`src/rtl/lf_pkg.sv`:
```
package lf_pkg;
   typedef enum logic {
      LF_IDLE = 1'b0,
      LF_RUN  = 1'b1
   } lf_state_e;
endpackage

```
`src/rtl/lf_wrap_order.sv`:
```
module lf_wrap_order #(
   parameter int CNT_W = 3,
   localparam int IDX_W = CNT_W - 1
) (
   input  logic [IDX_W-1:0] start_blk,
   input  logic [CNT_W-1:0] beat_cnt,
   output logic [IDX_W-1:0] blk_idx,
   output logic             upper_half
);
   // interleaved wrap: quadword = {start,0} ^ cnt, so block = start ^ cnt[msb:1]
   assign blk_idx    = start_blk ^ beat_cnt[CNT_W-1:1];
   assign upper_half = beat_cnt[0];
endmodule

```
`src/rtl/lf_fill_pack.sv`:
```
module lf_fill_pack
   import lf_pkg::*;
#(
   parameter int QW_W  = 64,
   parameter int BEATS = 8,
   localparam int OW_W  = 2 * QW_W,
   localparam int CNT_W = $clog2(BEATS),
   localparam int IDX_W = CNT_W - 1
) (
   input  logic             clk,
   input  logic             rst,
   input  logic             start,
   input  logic [IDX_W-1:0] start_idx,
   input  logic             beat_vld,
   input  logic [QW_W-1:0]  beat_data,
   output logic             ow_vld,
   output logic [OW_W-1:0]  ow_data,
   output logic [IDX_W-1:0] ow_idx,
   output logic             line_done
);
   localparam logic [CNT_W-1:0] LAST = CNT_W'(BEATS - 1);

   lf_state_e        state_q;
   logic [CNT_W-1:0] cnt_q;
   logic [IDX_W-1:0] start_q;
   logic [QW_W-1:0]  low_q;
   logic [IDX_W-1:0] blk_idx;
   logic             upper;
   logic             accept;

   lf_wrap_order #(.CNT_W(CNT_W)) u_wrap (
      .start_blk  (start_q),
      .beat_cnt   (cnt_q),
      .blk_idx    (blk_idx),
      .upper_half (upper)
   );

   assign accept = (state_q == LF_RUN) && beat_vld;

   always_ff @(posedge clk) begin
      if (rst) begin
         state_q   <= LF_IDLE;
         cnt_q     <= '0;
         start_q   <= '0;
         low_q     <= '0;
         ow_vld    <= 1'b0;
         ow_data   <= '0;
         ow_idx    <= '0;
         line_done <= 1'b0;
      end else begin
         ow_vld    <= 1'b0;
         line_done <= 1'b0;
         if (state_q == LF_IDLE) begin
            if (start) begin
               state_q <= LF_RUN;
               cnt_q   <= '0;
               start_q <= start_idx;
            end
         end else if (accept) begin
            cnt_q <= cnt_q + 1'b1;
            if (!upper) begin
               low_q <= beat_data;
            end else begin
               ow_vld  <= 1'b1;
               ow_data <= {beat_data, low_q};
               ow_idx  <= blk_idx;
               if (cnt_q == LAST) begin
                  line_done <= 1'b1;
                  state_q   <= LF_IDLE;
               end
            end
         end
      end
   end

   // pairs take two accepted beats, so words never come back to back
   p_ow_spacing_r4: assert property (@(posedge clk) disable iff (rst)
      ow_vld |=> !ow_vld);
   p_done_with_word_r5: assert property (@(posedge clk) disable iff (rst)
      line_done |-> ow_vld);
   p_idle_quiet_r2: assert property (@(posedge clk) disable iff (rst)
      (state_q == LF_IDLE) |=> !ow_vld);
   p_cnt_step_r2: assert property (@(posedge clk) disable iff (rst)
      accept |=> (cnt_q == $past(cnt_q) + 1'b1));
   p_restart_ignored_r6: assert property (@(posedge clk) disable iff (rst)
      (state_q == LF_RUN && start && !beat_vld) |=>
         (state_q == LF_RUN && $stable(cnt_q) && $stable(start_q)));
endmodule

```
`src/rtl/lf_drain_ser.sv`:
```
module lf_drain_ser
   import lf_pkg::*;
#(
   parameter int QW_W   = 64,
   parameter int BEATS  = 8,
   parameter int RD_LAT = 0,
   localparam int OW_W  = 2 * QW_W,
   localparam int CNT_W = $clog2(BEATS),
   localparam int IDX_W = CNT_W - 1
) (
   input  logic             clk,
   input  logic             rst,
   input  logic             start,
   input  logic [IDX_W-1:0] start_idx,
   output logic             rd_en,
   output logic [IDX_W-1:0] rd_idx,
   input  logic [OW_W-1:0]  rd_data,
   output logic             beat_vld,
   output logic [QW_W-1:0]  beat_data
);
   localparam logic [CNT_W-1:0] LAST = CNT_W'(BEATS - 1);

   lf_state_e        state_q;
   logic [CNT_W-1:0] cnt_q;
   logic [IDX_W-1:0] start_q;
   logic             upper;
   logic             sel_vld;
   logic             sel_hi;

   lf_wrap_order #(.CNT_W(CNT_W)) u_wrap (
      .start_blk  (start_q),
      .beat_cnt   (cnt_q),
      .blk_idx    (rd_idx),
      .upper_half (upper)
   );

   assign rd_en = (state_q == LF_RUN);

   always_ff @(posedge clk) begin
      if (rst) begin
         state_q <= LF_IDLE;
         cnt_q   <= '0;
         start_q <= '0;
      end else if (state_q == LF_IDLE) begin
         if (start) begin
            state_q <= LF_RUN;
            cnt_q   <= '0;
            start_q <= start_idx;
         end
      end else begin
         cnt_q <= cnt_q + 1'b1;
         if (cnt_q == LAST) state_q <= LF_IDLE;
      end
   end

   // align the half select with the buffer's read latency
   generate
      if (RD_LAT == 0) begin : g_lat0
         assign sel_vld = rd_en;
         assign sel_hi  = upper;
         p_beat_follows_r7: assert property (@(posedge clk) disable iff (rst)
            rd_en |=> beat_vld);
      end else begin : g_lat1
         logic vld_q, hi_q;
         always_ff @(posedge clk) begin
            if (rst) begin
               vld_q <= 1'b0;
               hi_q  <= 1'b0;
            end else begin
               vld_q <= rd_en;
               hi_q  <= upper;
            end
         end
         assign sel_vld = vld_q;
         assign sel_hi  = hi_q;
      end
   endgenerate

   always_ff @(posedge clk) begin
      if (rst) begin
         beat_vld  <= 1'b0;
         beat_data <= '0;
      end else begin
         beat_vld <= sel_vld;
         if (sel_vld) beat_data <= sel_hi ? rd_data[OW_W-1:QW_W] : rd_data[QW_W-1:0];
      end
   end

   p_burst_unbroken_r7: assert property (@(posedge clk) disable iff (rst)
      (rd_en && cnt_q != LAST) |=> rd_en);
   p_burst_ends_r7: assert property (@(posedge clk) disable iff (rst)
      (rd_en && cnt_q == LAST) |=> !rd_en);
   p_restart_ignored_r6: assert property (@(posedge clk) disable iff (rst)
      (rd_en && start) |=> $stable(start_q));
endmodule

```
`src/rtl/line_fill_seq.sv`:
```
module line_fill_seq #(
   parameter int QW_W   = 64,
   parameter int BEATS  = 8,
   parameter int RD_LAT = 0,
   localparam int OW_W  = 2 * QW_W,
   localparam int CNT_W = $clog2(BEATS),
   localparam int IDX_W = CNT_W - 1
) (
   input  logic             clk,
   input  logic             rst,
   input  logic             fill_start,
   input  logic [IDX_W-1:0] fill_start_ow,
   input  logic             fill_beat_vld,
   input  logic [QW_W-1:0]  fill_beat_data,
   output logic             fill_ow_vld,
   output logic [OW_W-1:0]  fill_ow_data,
   output logic [IDX_W-1:0] fill_ow_idx,
   output logic             fill_done,
   input  logic             vict_start,
   input  logic [IDX_W-1:0] vict_start_ow,
   output logic             lb_rd_en,
   output logic [IDX_W-1:0] lb_rd_idx,
   input  logic [OW_W-1:0]  lb_rd_data,
   output logic             vict_beat_vld,
   output logic [QW_W-1:0]  vict_beat_data
);
   generate
      if (BEATS < 4 || (BEATS & (BEATS - 1)) != 0) begin : g_bad_beats
         $error("line_fill_seq: BEATS must be a power of two, at least 4");
      end
      if (RD_LAT != 0 && RD_LAT != 1) begin : g_bad_lat
         $error("line_fill_seq: RD_LAT must be 0 or 1");
      end
   endgenerate

   lf_fill_pack #(.QW_W(QW_W), .BEATS(BEATS)) u_fill (
      .clk       (clk),
      .rst       (rst),
      .start     (fill_start),
      .start_idx (fill_start_ow),
      .beat_vld  (fill_beat_vld),
      .beat_data (fill_beat_data),
      .ow_vld    (fill_ow_vld),
      .ow_data   (fill_ow_data),
      .ow_idx    (fill_ow_idx),
      .line_done (fill_done)
   );

   lf_drain_ser #(.QW_W(QW_W), .BEATS(BEATS), .RD_LAT(RD_LAT)) u_drain (
      .clk       (clk),
      .rst       (rst),
      .start     (vict_start),
      .start_idx (vict_start_ow),
      .rd_en     (lb_rd_en),
      .rd_idx    (lb_rd_idx),
      .rd_data   (lb_rd_data),
      .beat_vld  (vict_beat_vld),
      .beat_data (vict_beat_data)
   );
endmodule

```
`config.mk`:
```
export PLATFORM = sky130hd
export DESIGN_NAME = line_fill_seq
export DESIGN_NICKNAME = d
export VERILOG_FILES = /design/src/rtl/lf_pkg.sv /design/src/rtl/lf_wrap_order.sv /design/src/rtl/lf_fill_pack.sv /design/src/rtl/lf_drain_ser.sv /design/src/rtl/line_fill_seq.sv
export SDC_FILE = /design/constraint.sdc
export NUM_CORES = 1
export LEC_CHECK = 0
export ABC_AREA = 1
export BUFFER_PORTS_ARGS = -buffer_cell sky130_fd_sc_hd__buf_2
export CAP_MARGIN = 20
export CORE_MARGIN = 2
export CORE_UTILIZATION = 47
export DETAILED_ROUTE_END_ITERATION = 16
export PLACE_DENSITY = 0.75
export SYNTH_ARGS = -nofsm -noshare
export SYNTH_HDL_FRONTEND = slang
export SYNTH_HIERARCHICAL = 1
export SYNTH_SLANG_ARGS = --single-unit
```
`constraint.sdc`:
```
create_clock -name clk -period 2.2 [get_ports clk]
set_clock_uncertainty 0.15 [all_clocks]
set_input_delay 0 -clock clk [delete_from_list [all_inputs] [get_ports clk]]
set_output_delay 0 -clock clk [all_outputs]
set_load 0.005 [all_outputs]
```
Yosys cells after proc, flatten, opt, wreduce, memory -nomap -nowiden. Index checks and enable logic that the tools add are counted.

Register bits: 273. Input port bits: 201. Output and inout port bits: 200. Logic and storage cells: 50.

Add/subtract/negate cells: 2. Equal/unequal tests: 3. Multiplexer cells: 16. Bitwise operators: 6. Reduce and logical (&&, ||, !) cells: 10.

Operators by type and width (count): 64-bit two-way mux (1); 3-bit two-way mux (5); 1-bit two-way mux (10); 3-bit by 1-bit adder with 3-bit output (second input constant) (2); 3-bit == test (second input constant) (2); 2-bit AND reduction (3); 3-bit AND reduction (2); 1-bit inverter (4); 2-bit nonzero test (2); 4-bit OR reduction (1); 2-bit bitwise XOR (2); 3-bit OR reduction (1); 2-bit != test (second input constant) (1); 1-bit logical AND (1).

Longest topological paths before layout. Gate-level depths: netlist of run 1.

Word-level depth: 5. Depth in mapped cells: 8. Depth with buffers taken out: 5.

Hierarchy. Netlist of run 1, hierarchy kept.

By module, submodules not included: lf_fill_pack (instances 1, cells each 1269, area each 8314.2 µm², sequential area each 4043.9 µm²); lf_drain_ser (instances 1, cells each 585, area each 3563.4 µm², sequential area each 1421.4 µm²); lf_wrap_order (instances 2, cells each 11, area each 45.0 µm², sequential area each 0.0 µm²).

Least setup slack after synthesis of run 1. Ideal clock, no wire load.

Kind: register to register. Start: register u_fill.cnt_q[0]. End: register u_fill.ow_data[17]. Library setup time: 0.113 ns. Data arrival time: 1.104 ns. Data required time: 1.937 ns. Slack: 0.834 ns. Cell stages (with the launch flop): 8. Path buffers: 4. Period minus slack after synthesis: 1.366 ns. Path through: dfxtp_1 -> buf_4 -> nand3_1 -> buf_4 -> buf_4 -> buf_2 -> nor2_1 -> nor2_1.

Cells in the longest elaborated chain, start to end: 1.

RTL lines: start: declaration (line lf_fill_pack.sv:24) `logic [CNT_W-1:0] cnt_q;`; start signal: assignment (line lf_fill_pack.sv:60) `cnt_q <= cnt_q + 1'b1;`; 3-bit AND reduction (no source line); end signal: assignment (line lf_fill_pack.sv:65) `ow_data <= {beat_data, low_q};`; end: declaration (line lf_fill_pack.sv:17) `output logic [OW_W-1:0] ow_data,`.

No other way between the ends. A chain may end at the register's enable or synchronous reset.

Worst setup path after layout of run 1.
Start: register u_drain.cnt_q[0]. End: register u_drain.beat_data[36].

Cells in the longest elaborated chain, start to end: 1.

RTL lines: start: declaration (line lf_drain_ser.sv:24) `logic [CNT_W-1:0] cnt_q;`; start signal: assignment (line lf_drain_ser.sv:51) `cnt_q <= cnt_q + 1'b1;`; 64-bit two-way mux (line lf_drain_ser.sv:85) `if (sel_vld) beat_data <= sel_hi ? rd_data[OW_W-1:QW_W] : rd_data[QW_W-1:0];`; end signal: assignment (line lf_drain_ser.sv:85); end: declaration (line lf_drain_ser.sv:19) `output logic [QW_W-1:0] beat_data`.

No other way between the ends.

==> flow_metrics.py, run 1 <==
metrics = {
    "grt": {
        "via_count_of_the_first_global_routing_pass": 12400,
        "groute.layer.met1.usage": 0.298,
        "global_route_hottest_layer": "met2",
        "grt_antenna_before_repair": 2,
        "pin_count_of_the_biggest_net_entering_global_routing": 122,
        "global_route.overflow_total": 0,
        "grt.met3_usage": 0.0622,
        "grt_util_all_layers": 0.269,
        "globalRouteMet2Util": 0.479,
        "grt_pass1_wl_um": 59200,
    },
    "clocking": {
        "worst_setup_hold_path_clk_slew_ns": 0.06,
        "ctsRootBufferMaster": "clkbuf_16",
        "post_cts_resize_count": 0,
        "cts_max_level": 1,
        "post-cts-setup-buffers": 0,
        "clk_path_buf_depth": 3,
        "clock_sinks": 273,
        "clock_latency_ns": 0.53,
        "tritoncts": "built",
        "tritoncts.num_buffers": 29,
    },
    "setup_path": {
        "timing.critical_path.fanout_max": 29,
        "timing.reg2reg.setup_slack_ns": 0.14,
        "r2r-start": "u_drain/cnt_q[0]$_SDFFE_PP0P_",
        "crit-reg2reg-capture": "u_drain/beat_data[36]$_SDFFE_PP0P_",
        "worst_ep_required_time_ns": 2.52,
        "critPathLaunchType": "flip-flop",
        "cp-end-kind": "flip-flop",
        "critical_path_class": "flip-flop to flip-flop",
        "reg2reg_depth": 6,
        "worst_ep_arrival_time_ns": 2.38,
    },
    "worst_hold_path": {
        "worstHoldPathCells": 4,
        "whs_endpoint": "u_fill/low_q[2]$_SDFFE_PP0P_",
        "hold_start": "fill_beat_data[2]",
        "hold_class": "input port to flip-flop",
    },
    "sta": {
        "finalWorstPathRequiredPeriod_ns": 2.06,
        "maxSlewViolCount": 0,
        "hold_viol": 0,
        "relSlewSlack": 0.631,
        "period_share": 0.937,
        "setup_repair_after_global_routing_missed_its_margin": "false",
        "totalNegativeSetupSlack_ns": 0,
        "max_freq_mhz": 485,
        "setup_violations": 0,
        "worst_slew_pin_slew_ns": 0.554,
        "hold_slack_final_ns": 0.0925,
    },
    "power_and_ir_drop": {
        "power.share.switching": 0.253,
        "combPwrFrac": 0.154,
        "power.ir.vdd_worst_mv": 0.644,
        "power.net_switching_w": 0.00318,
        "total_leakage_power_nw": 9.88,
        "cellInternalPower_w": 0.00939,
        "power.share.sequential": 0.431,
        "post_layout_power_w": 0.0126,
        "powerDensity_nw_per_um2": 732,
        "clockPowerShare": 0.416,
    },
    "route": {
        "post_drt_wl_per_cell_um": 13.6,
        "post_drt_via_cell_ratio": 4.68,
        "routed_wirelength_um": 37800,
        "drc": 0,
        "detailedRoute.firstIterationViolations": 955,
        "detail-route-antenna-nets": 0,
        "via_total_after_detailed_routing": 13000,
        "detailedRoute.firstPassIterationCount": 6,
    },
    "floorplan": {
        "floorplan.io_pins": 401,
        "initial_core_utilization": 0.477,
        "rows": 58,
        "fp.dieArea_um2": 26800,
        "die_height_um": 164,
        "dieWidth_um": 164,
        "fp.coreArea_um2": 25100,
    },
    "placement": {
        "total_of_buffers_placed_on_input_and_output_ports": 400,
        "gp_congestion": 0.858,
        "placed_cells_incl_taps": 2521,
        "dpl.hpwl_um": 21200,
    },
    "synth": {
        "synth.cell_area_um2": 12000,
        "synth-warning-count": 6,
        "synth-adder-area-share": 0.00418,
        "synthesized_nets": 2081,
        "post-synth-top-area-fraction": 0.457,
        "synth_cell_type_count": 18,
        "mean_instance_size_in_the_synthesized_netlist_um2": 6.38,
        "synthMuxAreaShare": 0,
        "synth_top_cell_by_area": "dfxtp_1",
        "ys_seq_area_frac": 0.457,
        "main_area_contributors_after_synthesis": "dfxtp_1, nor2_1, nand2_1, inv_1, o21ai_0",
        "netlist_instances": 1876,
        "synth-compound-area-share": 0.0314,
        "combinational_family_with_the_most_area_after_synthesis": "simple AND/OR/NAND/NOR gates",
        "post_synth_and_or_nand_nor_area_fraction": 0.370,
        "yosys.area_share.xor_xnor": 0,
        "ys_seq_elements": 273,
    },
    "layout": {
        "nNetsFinal": 2631,
        "drive_above_1_share": 0.214,
        "final_core_utilization": 0.684,
        "finalNonFillerCells": 2781,
        "most-common-layout-cells": "nor2_1, nand2_1, buf_2",
        "layout.cells.most_common": "nor2_1",
        "area_growth_pct": 43.5,
    },
    "status": {
        "result_of_the_run": "completed",
    },
    "flow_run": {
        "maxCapViolCount": 0,
    },
}
## per-layer routing
layer	wire length, um	part of all wire
met1	14400	0.38
met2	18300	0.48
met3	3010	0.080
met4	2150	0.057
met5	0	0
## flip-flops by register name (all words and copies together) (netlist names)
| signal | count |
|---|---|
| u_fill/cnt_q | 3 |
| u_fill/state_q | 1 |
| u_drain/beat_vld | 1 |
| u_fill/ow_data | 128 |
| u_fill/start_q | 2 |
| u_drain/cnt_q | 3 |
| u_drain/rd_en | 1 |
| u_fill/ow_vld | 1 |
| u_drain/beat_data | 64 |
| u_drain/start_q | 2 |
| u_fill/ow_idx | 2 |
| u_fill/line_done | 1 |
| u_fill/low_q | 64 |
## synthesized netlist by cell type, drive strengths merged
cell,n
a21oi,5
nand3,8
buf,78
nor2,593
inv,280
o21ai,70
nand2,541
clkbuf,24
dfxtp,273
ha,4
## critical path, cell delays in order (launching register included)
cell and delay, ns:
dfxtp_4 0.49, buf_4 0.35, nand2_1 0.11, nand2_1 0.12
nor2_1 0.04, dlygate4sd3_1 0.59, nor2_1 0.13
## worst max path at each step
| stage | start | to | cells past startpoint |
|---|---|---|---|
| after global placement | u_fill/state_q$_SDFF_PP0_ | u_fill/low_q[34]$_SDFFE_PP0P_ | 5 |
| final | u_drain/cnt_q[0]$_SDFFE_PP0P_ | u_drain/beat_data[36]$_SDFFE_PP0P_ | 6 |
| after global routing | u_fill/state_q$_SDFF_PP0_ | u_fill/low_q[60]$_SDFFE_PP0P_ | 4 |
| after floorplan | u_fill/cnt_q[0]$_SDFFE_PP0P_ | u_fill/ow_data[17]$_SDFFE_PP0P_ | 7 |
| after CTS | u_drain/rd_en$_SDFF_PP0_ | u_drain/beat_data[39]$_SDFFE_PP0P_ | 5 |
| after detailed placement | u_fill/state_q$_SDFF_PP0_ | u_fill/low_q[31]$_SDFFE_PP0P_ | 5 |
## per-stage QoR
stage / area [um2] / setup slack, ns
after floorplan: 12000 / 0.834
after detailed placement: 14100 / 0.534
after CTS: 17200 / 0.262
after global routing: 17200 / 0.0481
after global placement: 14100 / 0.615
final: 17200 / 0.138
## area by class of cell
| class | count | area, um2 |
|---|---|---|
| Clock inverter | 8 | 144 |
| Multi-Input combinational cell | 1221 | 4880 |
| Timing Repair Buffer | 621 | 4310 |
| Sequential cell | 273 | 5470 |
| Inverter | 280 | 1060 |
| Clock buffer | 46 | 900 |
| Antenna cell | 2 | 5.00 |
| Fill cell | 1903 | 7930 |
| Tap cell | 330 | 413 |
## repair_timing
item | in CTS | in global routing
endpoints found under the hold margin | 206 | 0
hold buffers | 204 | 0
endpoints found under the setup margin | 0 | 0
## power by group through the flow
stage	Combinational, W	Clock, W	Sequential, W
6_report	0.00193	0.00522	0.00541
5_1_grt	0.00211	0.00552	0.00544
4_1_cts	0.00181	0.00532	0.00540
3_5_place_dp	0.00144	0	0.00550
3_3_place_gp	0.00142	0	0.00549
2_1_floorplan	0.000889	0	0.00547
## cells by family (layout without fill, tap and decap cells)
group / after synthesis / after routing
and+or+nand+nor: 1142 / 1142
buffers and inverters: 382 / 955
DFF: 273 / 273
AOI/OAI and AO/OA: 75 / 75
adders and majority gates: 4 / 4
other: 0 / 2
Power figures use the tool's default switching activity.
==> inputs of run 2 (changes only) <==
CTS_BUF_LIST = sky130_fd_sc_hd__clkbuf_8 sky130_fd_sc_hd__clkbuf_16   (was unset)
GPL_TIMING_DRIVEN = 0   (was unset)
SETUP_SLACK_MARGIN = 0.5   (was unset)
==> run 2 against run 1 <==
Register-to-register slack gained 0.41 ns. Combinational power grew 5%. Worst hold slack lost 0.0085 ns. Sequential cell count is the same. Setup slack gained 0.41 ns. Critical path depth is the same. Core utilization grew 0.87 points.
==> flow_metrics.py, run 2 (synthesis gave the netlist of run 1 again) <==
metrics = {
    "setup_path": {
        "reg2reg_depth": 6,
        "timing.critical_path.fanout_max": 10,
        "worst-path-buf-inv": 3,
        "crit_cells": 6,
        "critical_path_class": "flip-flop to flip-flop",
        "worst_path_max_delay_cell": "dfxtp_1",
        "critPathLaunchType": "flip-flop",
        "crit-reg2reg-capture": "u_drain/beat_data[42]$_SDFFE_PP0P_",
        "worstPathCellList": "buf_4, buf_4, buf_2, nor2_1, nor2_1, nor2_1",
        "critical_path.startpoint": "u_drain/cnt_q[0]$_SDFFE_PP0P_",
        "worst_path_most_repeated_cell": "nor2_1",
        "critPathCapture": "u_drain/beat_data[42]$_SDFFE_PP0P_",
        "cp-end-kind": "flip-flop",
        "worst_ep_required_time_ns": 2.47,
        "timing.reg2reg.setup_slack_ns": 0.55,
        "timing.critical_path.slowest_cell_delay_ns": 0.38,
        "worst_ep_arrival_time_ns": 1.92,
        "critPathTopFamily": "buffers and inverters",
        "r2r-start": "u_drain/cnt_q[0]$_SDFFE_PP0P_",
    },
    "clocking": {
        "tritoncts.num_buffers": 30,
        "cts_max_level": 1,
        "clock_latency_ns": 0.55,
        "worst_setup_hold_path_clk_slew_ns": 0.06,
        "tritoncts": "built",
        "clk_path_buf_depth": 3,
        "clock_sinks": 273,
        "ctsRootBufferMaster": "clkbuf_16",
    },
    "layout": {
        "area_growth_pct": 45.3,
        "most-common-layout-cells": "nor2_1, nand2_1, buf_2",
        "layout.cells.most_common": "nor2_1",
        "nNetsFinal": 2715,
        "largest_register_ff_count": 128,
        "drive_above_1_share": 0.231,
        "final_core_utilization": 0.693,
        "largestRegisters": "u_fill/ow_data: 128 flops, u_drain/beat_data: 64 flops, u_fill/low_q: 64 flops",
        "final_cell_area_um2": 17400,
        "top_register": "u_fill/ow_data",
    },
    "route": {
        "via_total_after_detailed_routing": 13800,
        "drc": 0,
        "post_drt_wl_per_cell_um": 15.2,
        "post_drt_via_cell_ratio": 4.82,
        "detail-route-antenna-nets": 0,
        "detailedRoute.firstPassIterationCount": 6,
        "routed_wirelength_um": 43500,
        "detailedRoute.firstIterationViolations": 1019,
    },
    "grt": {
        "grt_pass1_wl_um": 67500,
        "grt_antenna_before_repair": 1,
        "via_count_of_the_first_global_routing_pass": 13600,
        "grt_util_all_layers": 0.315,
        "pin_count_of_the_biggest_net_entering_global_routing": 15,
        "global_route.overflow_total": 0,
    },
    "flow_run": {
        "maxCapViolCount": 0,
    },
    "power_and_ir_drop": {
        "clockPowerShare": 0.396,
        "post_layout_power_w": 0.0123,
        "powerDensity_nw_per_um2": 704,
        "combPwrFrac": 0.165,
        "power.net_switching_w": 0.00326,
        "cellInternalPower_w": 0.00899,
        "total_leakage_power_nw": 10.0,
        "power.share.switching": 0.266,
        "power.ir.vdd_worst_mv": 0.511,
        "power.share.sequential": 0.439,
    },
    "worst_hold_path": {
        "hold_class": "input port to flip-flop",
    },
    "placement": {
        "dpl.hpwl_um": 26600,
        "place_area_um2": 14400,
        "total_of_buffers_placed_on_input_and_output_ports": 400,
        "gp_congestion": 0.922,
        "dp_worst_setup_slack_ns": 0.351,
    },
    "sta": {
        "setup_violations": 0,
        "relSlewSlack": 0.616,
        "maxSlewViolCount": 0,
        "hold_viol": 0,
        "setup_repair_after_global_routing_missed_its_margin": "true",
        "worst_slew_pin_slew_ns": 0.577,
        "finalWorstPathRequiredPeriod_ns": 1.65,
        "final_critical_path_setup_slack_ns": 0.547,
        "totalNegativeSetupSlack_ns": 0,
        "period_share": 0.751,
        "max_freq_mhz": 605,
    },
    "status": {
        "result_of_the_run": "completed",
    },
    "floorplan": {
        "floorplan.io_pins": 401,
        "dieWidth_um": 164,
        "rows": 58,
        "fp.coreArea_um2": 25100,
        "die_height_um": 164,
        "fp.dieArea_um2": 26800,
        "initial_core_utilization": 0.477,
    },
}
## run 2: cell types whose count changed in the layout (fill, tap and decap cells not counted), moves of 7 or more
cell / change
buf_12: -11
buf_2: +49
buf_6: +14
clkbuf_1: +8
clkbuf_2: +10
clkbuf_4: +7
clkbuf_8: -7
inv_1: +12
## run 2: metrics by stage
step                      hold slack [ns]  cells
after floorplan                   -0.0809   1876
after global placement             0.0900   2606
after detailed placement           0.0935   2606
after CTS                          0.0592   2860
after global routing               0.0852   2861
final                              0.0840   2861
## run 2: worst min-delay path by stage
stage | startpoint | end | cells past startpoint
after floorplan | rst | u_fill/cnt_q[1]$_SDFFE_PP0P_ | 1
after global placement | fill_beat_data[34] | u_fill/ow_data[98]$_SDFFE_PP0P_ | 3
after detailed placement | fill_beat_data[34] | u_fill/ow_data[98]$_SDFFE_PP0P_ | 3
after CTS | fill_beat_data[40] | u_fill/ow_data[104]$_SDFFE_PP0P_ | 4
after global routing | fill_beat_data[30] | u_fill/low_q[30]$_SDFFE_PP0P_ | 4
final | fill_beat_data[40] | u_fill/ow_data[104]$_SDFFE_PP0P_ | 4
## run 2: worst reg2reg max path, stage by stage (launching register included)
cell and delay (ns):
dfxtp_1 0.38, buf_4 0.13, buf_4 0.18, buf_2 0.25, nor2_1 0.09, nor2_1 0.25
nor2_1 0.08
## run 2: final cells by class
| type | instances | area [um2] |
|---|---|---|
| Antenna cell | 1 | 2.50 |
| Buffer | 102 | 633 |
| Clock buffer | 35 | 831 |
| Clock inverter | 17 | 120 |
| Fill cell | 1955 | 7710 |
| Inverter | 280 | 1050 |
| Multi-Input combinational cell | 1221 | 4850 |
| Sequential cell | 273 | 5470 |
| Tap cell | 330 | 413 |
| Timing Repair Buffer | 602 | 4020 |
## run 2: repair_timing
action                                 in CTS  in global routing
resized for setup                           2                 19
setup buffers                               0                  0
endpoints found under the hold margin     207                  0
setup endpoints to repair                  10                111
cloned                                      0                  0
hold buffers                              202                  0
## run 2: power groups by stage
| stage | logic (W) | clock network [W] | registers [W] |
|---|---|---|---|
| detailed placement | 0.00159 | 0 | 0.00547 |
| global route | 0.00220 | 0.00511 | 0.00541 |
| floorplan | 0.000889 | 0 | 0.00547 |
| CTS | 0.00187 | 0.00491 | 0.00537 |
| finish | 0.00202 | 0.00485 | 0.00538 |
| global placement | 0.00156 | 0 | 0.00546 |
## run 2: metal layers
metal | global-route usage | vias up | wire length [um]
met5 | 0 | - | 0
met4 | 0.191 | 0 | 2760
met1 | 0.344 | 6083 | 16000
met3 | 0.0790 | 211 | 4230
li1 | - | 6671 | -
met2 | 0.548 | 825 | 20500
